### config.mk
export PLATFORM = sky130hd
export DESIGN_NAME = tbt_timer
export DESIGN_NICKNAME = d
export VERILOG_FILES = /design/src/rtl/tbt_pkg.sv /design/src/rtl/tbt_prescaler.sv /design/src/rtl/tbt_counter.sv /design/src/rtl/tbt_regs.sv /design/src/rtl/tbt_timer.sv
export SDC_FILE = /design/constraint.sdc
export NUM_CORES = 1
export LEC_CHECK = 0
export BUFFER_PORTS_ARGS = -buffer_cell sky130_fd_sc_hd__buf_2
export CAP_MARGIN = 20
export CORE_MARGIN = 4
export CORE_UTILIZATION = 52
export CTS_CLUSTER_DIAMETER = 40
export DETAILED_ROUTE_END_ITERATION = 10
export PLACE_DENSITY = 0.78
export REMOVE_ABC_BUFFERS = 1
export SKIP_CTS_REPAIR_TIMING = 1
export SLEW_MARGIN = 20
export SYNTH_ARGS = -nofsm -noshare
export SYNTH_HDL_FRONTEND = slang
export SYNTH_SLANG_ARGS = --single-unit
### constraint.sdc
create_clock -name clk -period 2.3 [get_ports clk]
set_input_delay 0.46 -clock clk [delete_from_list [all_inputs] [get_ports clk]]
set_output_delay 0.46 -clock clk [all_outputs]
set_load 0.01 [all_outputs]
### src/rtl/tbt_pkg.sv
package tbt_pkg;

    localparam int DATA_W  = 8;
    localparam int ADDR_W  = 2;
    localparam int PRESC_W = 5;

    typedef enum logic [2:0] {
        PM_RUN   = 3'd0,
        PM_SLOW  = 3'd1,
        PM_WAIT  = 3'd2,
        PM_AHALT = 3'd3,
        PM_HALT  = 3'd4
    } pwr_mode_e;

    typedef enum logic [ADDR_W-1:0] {
        RA_CSR    = 2'd0,
        RA_RELOAD = 2'd1,
        RA_COUNT  = 2'd2,
        RA_NONE   = 2'd3
    } reg_addr_e;

    typedef struct packed {
        logic ie;
        logic flag;
    } csr_t;

    // Unknown codes fall back to run.
    function automatic pwr_mode_e decode_mode(input logic [2:0] raw);
        case (raw)
            3'd1:    return PM_SLOW;
            3'd2:    return PM_WAIT;
            3'd3:    return PM_AHALT;
            3'd4:    return PM_HALT;
            default: return PM_RUN;
        endcase
    endfunction

    function automatic logic mode_counts(input pwr_mode_e m);
        return m != PM_HALT;
    endfunction

    function automatic logic mode_may_wake(input pwr_mode_e m);
        return m == PM_WAIT;
    endfunction

endpackage

### src/rtl/tbt_prescaler.sv
module tbt_prescaler #(
    parameter int DIV_W = 5
) (
    input  logic clk,
    input  logic rst,
    input  logic run,
    output logic tick
);
    localparam logic [DIV_W-1:0] LAST = '1;

    logic [DIV_W-1:0] div_q;

    always_ff @(posedge clk) begin
        if (rst) begin
            div_q <= '0;
        end else if (run) begin
            div_q <= div_q + 1'b1;
        end
    end

    assign tick = run && (div_q == LAST);

endmodule

### src/rtl/tbt_counter.sv
module tbt_counter #(
    parameter int W = 8
) (
    input  logic         clk,
    input  logic         rst,
    input  logic         tick,
    input  logic [W-1:0] reload,
    output logic [W-1:0] count,
    output logic         ovf
);
    localparam logic [W-1:0] TOP = '1;

    logic [W-1:0] cnt_q;

    assign ovf = tick && (cnt_q == TOP);

    always_ff @(posedge clk) begin
        if (rst) begin
            cnt_q <= '0;
        end else if (ovf) begin
            cnt_q <= reload;
        end else if (tick) begin
            cnt_q <= cnt_q + 1'b1;
        end
    end

    assign count = cnt_q;

endmodule

### src/rtl/tbt_regs.sv
module tbt_regs
    import tbt_pkg::*;
#(
    parameter int W = 8,
    parameter int A = 2
) (
    input  logic         clk,
    input  logic         rst,
    input  logic         sel,
    input  logic         wr,
    input  logic [A-1:0] addr,
    input  logic [W-1:0] wdata,
    input  logic         ovf,
    input  logic [W-1:0] count,
    output logic [W-1:0] reload,
    output csr_t         csr,
    output logic         csr_rd,
    output logic [W-1:0] rdata
);
    csr_t         csr_q, csr_d;
    logic [W-1:0] reload_q;
    logic         csr_wr, rel_wr;

    assign csr_rd = sel && !wr && (addr == RA_CSR);
    assign csr_wr = sel &&  wr && (addr == RA_CSR);
    assign rel_wr = sel &&  wr && (addr == RA_RELOAD);

    always_comb begin
        csr_d = csr_q;
        if (csr_wr) begin
            csr_d.ie = wdata[1];
        end
        // A hardware set outranks the acknowledge by read.
        if (ovf) begin
            csr_d.flag = 1'b1;
        end else if (csr_rd) begin
            csr_d.flag = 1'b0;
        end
    end

    always_ff @(posedge clk) begin
        if (rst) begin
            csr_q    <= '0;
            reload_q <= '0;
        end else begin
            csr_q <= csr_d;
            if (rel_wr) begin
                reload_q <= wdata;
            end
        end
    end

    always_comb begin
        case (addr)
            RA_CSR:    rdata = W'(csr_q);
            RA_RELOAD: rdata = reload_q;
            RA_COUNT:  rdata = count;
            default:   rdata = '0;
        endcase
    end

    assign reload = reload_q;
    assign csr    = csr_q;

endmodule

### src/rtl/tbt_timer.sv
module tbt_timer
    import tbt_pkg::*;
#(
    parameter int DATA_W  = tbt_pkg::DATA_W,
    parameter int ADDR_W  = tbt_pkg::ADDR_W,
    parameter int PRESC_W = tbt_pkg::PRESC_W
) (
    input  logic              clk,
    input  logic              rst,
    input  logic [2:0]        pwr_mode,
    input  logic              bus_sel,
    input  logic              bus_wr,
    input  logic [ADDR_W-1:0] bus_addr,
    input  logic [DATA_W-1:0] bus_wdata,
    output logic [DATA_W-1:0] bus_rdata,
    output logic              irq,
    output logic              wake
);
    pwr_mode_e         mode;
    logic              run;
    logic              tick;
    logic              ovf;
    logic              csr_rd;
    logic [DATA_W-1:0] cnt_q;
    logic [DATA_W-1:0] reload_q;
    csr_t              csr;
    logic              flag_q, ie_q;

    assign mode   = decode_mode(pwr_mode);
    assign run    = mode_counts(mode);
    assign flag_q = csr.flag;
    assign ie_q   = csr.ie;

    tbt_prescaler #(.DIV_W(PRESC_W)) u_presc (
        .clk  (clk),
        .rst  (rst),
        .run  (run),
        .tick (tick)
    );

    tbt_counter #(.W(DATA_W)) u_cnt (
        .clk    (clk),
        .rst    (rst),
        .tick   (tick),
        .reload (reload_q),
        .count  (cnt_q),
        .ovf    (ovf)
    );

    tbt_regs #(.W(DATA_W), .A(ADDR_W)) u_regs (
        .clk    (clk),
        .rst    (rst),
        .sel    (bus_sel),
        .wr     (bus_wr),
        .addr   (bus_addr),
        .wdata  (bus_wdata),
        .ovf    (ovf),
        .count  (cnt_q),
        .reload (reload_q),
        .csr    (csr),
        .csr_rd (csr_rd),
        .rdata  (bus_rdata)
    );

    assign irq  = flag_q && ie_q;
    assign wake = irq && mode_may_wake(mode);

endmodule

==> results.yml <==
outcome:
  outcome: "completed"
critical_path:
  cp-end-kind: "flip-flop"
  path_buf_inv: 0
  critPathLaunchType: "flip-flop"
  cp_slowest_cell: "nor4b_4"
  worstPathMaxFanout: 6
  critical_path_class: "reg -> reg"
  cp_cell_sequence: "ha_1 -> and3_1 -> ha_1 -> nand3_2 -> nor4b_4 -> nor3_1 -> a2111oi_1"
  slowest_delay_ps: 430
  arrival_ps: 2230
  cp_top_family: "simple AND/OR/NAND/NOR gates"
  cp.required_ps: 2500
  cpMostUsedCell: "ha_1"
timing:
  tightest_slew_ps: 558.6
  clock_skew_ps: 2.364
  finalHoldViolations: 0
  finalSetupViolCount: 0
  rsz0062_at_grt: "false"
  max_slew_margin: 0.6268
  fin_tns_setup_ps: 0
  finalMaxSlewViolations: 0
  fmax_ghz: 0.4933
  period_minus_slack_ps: 2027
  period_share: 0.8814
synthesis:
  synth_edf_count: 0
  synthFlopType: "dfxtp_1"
  synth_top_area_frac: 0.3841
  synthArstFlopShare: 0
  ys_seq_elements: 23
  synth_cells: 145
  yosys-top-cells-count: "nand2_1, dfxtp_1, a21oi_1"
  yosysWarnings: 0
  ys_seq_area_frac: 0.3841
  syn_area_per_cell_um2: 8.267
  synthesis.area_mm2: 0.001199
  synth.most_common_cell: "nand2_1"
  netlist-cell-type-count: 36
  yosysTopAreaCell: "dfxtp_1"
  synth.area.top_cells: "dfxtp_1, nand2_1, a21oi_1, nor2_1, a22o_1"
final_layout:
  multi_input_area_um2: 699.4
  layoutNonFillerInstCount: 196
  finalInstanceArea_mm2: 0.001360
  nFillCells: 195
  drive_above_1_share: 0.2202
  areaGrowthSynthToFinish_pct: 13.47
  regArea_um2: 460.4
  diodes: 0
  finish.net_count: 189
grt:
  grt_pass1_wl_um: 4409
  grt_pass1_vias: 994
  grt.total_usage: 0.1692
  grt_overflow: 0
  grt_max_degree: 24
  antenna_found_initial: 0
clock_network:
  cts_root_buf: "clkbuf_4"
  tritoncts: "built"
  clock-sinks: 23
  cts_made_buffers: 3
  clockBufferDepth: 2
  h-tree-depth: 1
  cts.reportedPaths.clkPinSlew_ps: 120
  insertion_delay_ps: 300
floorplanning:
  dieArea_mm2: 0.003137
  placementRows: 17
  initial_core_util: 0.5419
  ios: 27
  die_h_um: 56.01
  core_area_mm2: 0.002212
  die_x_um: 56.01
place:
  hpwlAfterDp_um: 1923
  port-buffer-count: 26
  placed_cell_area_mm2: 0.001333
  gp_congestion: 0.9158
  dpl.cell_count: 192
hold_path:
  hold_class: "in -> reg"
route:
  drt_iter0_markers: 29
  vias_per_cell: 5.663
  via_count: 1110
  firstDrtPassIters: 4
  route.detailed.drc: 0
  postRouteAntennaNets: 0
  wirelength_um: 2513
  avgRoutedWirePerCell_um: 12.82
pwr:
  ir_drop_mv: 0.3419
  total_power_mw: 0.6537
  power.leakage_nw: 0.5455
  powerDensity_mw_per_mm2: 480.7
run:
  drv_cap: 0
[metal layers]
layer,global-route usage,part of all wire,vias up
met5,0,0,-
met4,0.05763,0.016,0
met3,0.03480,0.055,4
met2,0.2821,0.49,41
met1,0.2152,0.44,499
li1,-,-,566
[worst paths after layout]
kind | cells past startpoint | start | to | slack (ps)
setup / recovery | 7 | u_presc.div_q[0] | u_cnt.count[5] | 270
setup reg to reg | 7 | u_presc.div_q[0] | u_cnt.count[5] | 270
hold reg to reg | 2 | u_presc.div_q[4] | u_presc.div_q[4] | 470
hold / removal | 3 | bus_wdata[2] | u_regs.reload[2] | 380
[where the power goes]
group,switching (mW),internal (mW),leakage (nW),total [mW]
Clock,0.117,0.0648,0.0177,0.181
Sequential,0.00785,0.407,0.186,0.415
Combinational,0.0325,0.0247,0.342,0.0572
[state kept, by name, indices dropped and copies added, names as in the netlist]
signal / cells
u_regs.csr: 2
u_regs.reload: 8
u_cnt.count: 8
u_presc.div_q: 5
[cells in the final DEF (no fill, tap or decap), types with 2 or more instances in the layout]
master / n
ha_1: 3
nand4_1: 2
nand3_1: 3
nand2_1: 29
a22o_1: 5
a211oi_1: 2
nor2b_1: 2
mux2i_1: 4
and2_1: 3
xor2_1: 2
o21ai_0: 3
nor2_1: 12
a31oi_1: 3
nor3_1: 4
buf_2: 26
and3_1: 4
clkbuf_4: 3
dfxtp_1: 23
a21oi_1: 16
nand3b_1: 2
[cell type report]
cell class                 instances  area share
sequential                        23      0.3385
tap                               28     0.02576
multi-input combinational        114      0.5143
clock inverter                     1    0.003680
timing repair buffer              27      0.1012
clock buffer                       3     0.01656
[per-stage QoR]
stage / utilization / worst slack, ps / hold slack [ps]
5_1_grt: 0.6148 / 85.16 / 364.0
3_3_place_gp: 0.6024 / 406.3 / 451.9
4_1_cts: 0.6148 / 268.8 / 370.1
2_1_floorplan: - / 410.3 / 430.1
6_report: 0.6148 / 272.8 / 379.1
3_5_place_dp: 0.6024 / 318.5 / 453.5
[worst register-to-register path: stages, from the launching register on]
cell       delay, ps
dfxtp_1          400
ha_1             180
and3_1           160
ha_1             210
nand3_2          140
nor4b_4          430
nor3_1           100
a2111oi_1        310
[logic make-up after synthesis]
kind of cell,count (synthesis),share of synthesized area
xor+xnor,3,0.02192
fa+ha+maj,3,0.03132
flops,23,0.3841
mux,4,0.03340
simple gates,69,0.3069
compound gates,35,0.1900
buf+inv,8,0.03235
No activity file was read; power rests on OpenSTA's default activity.
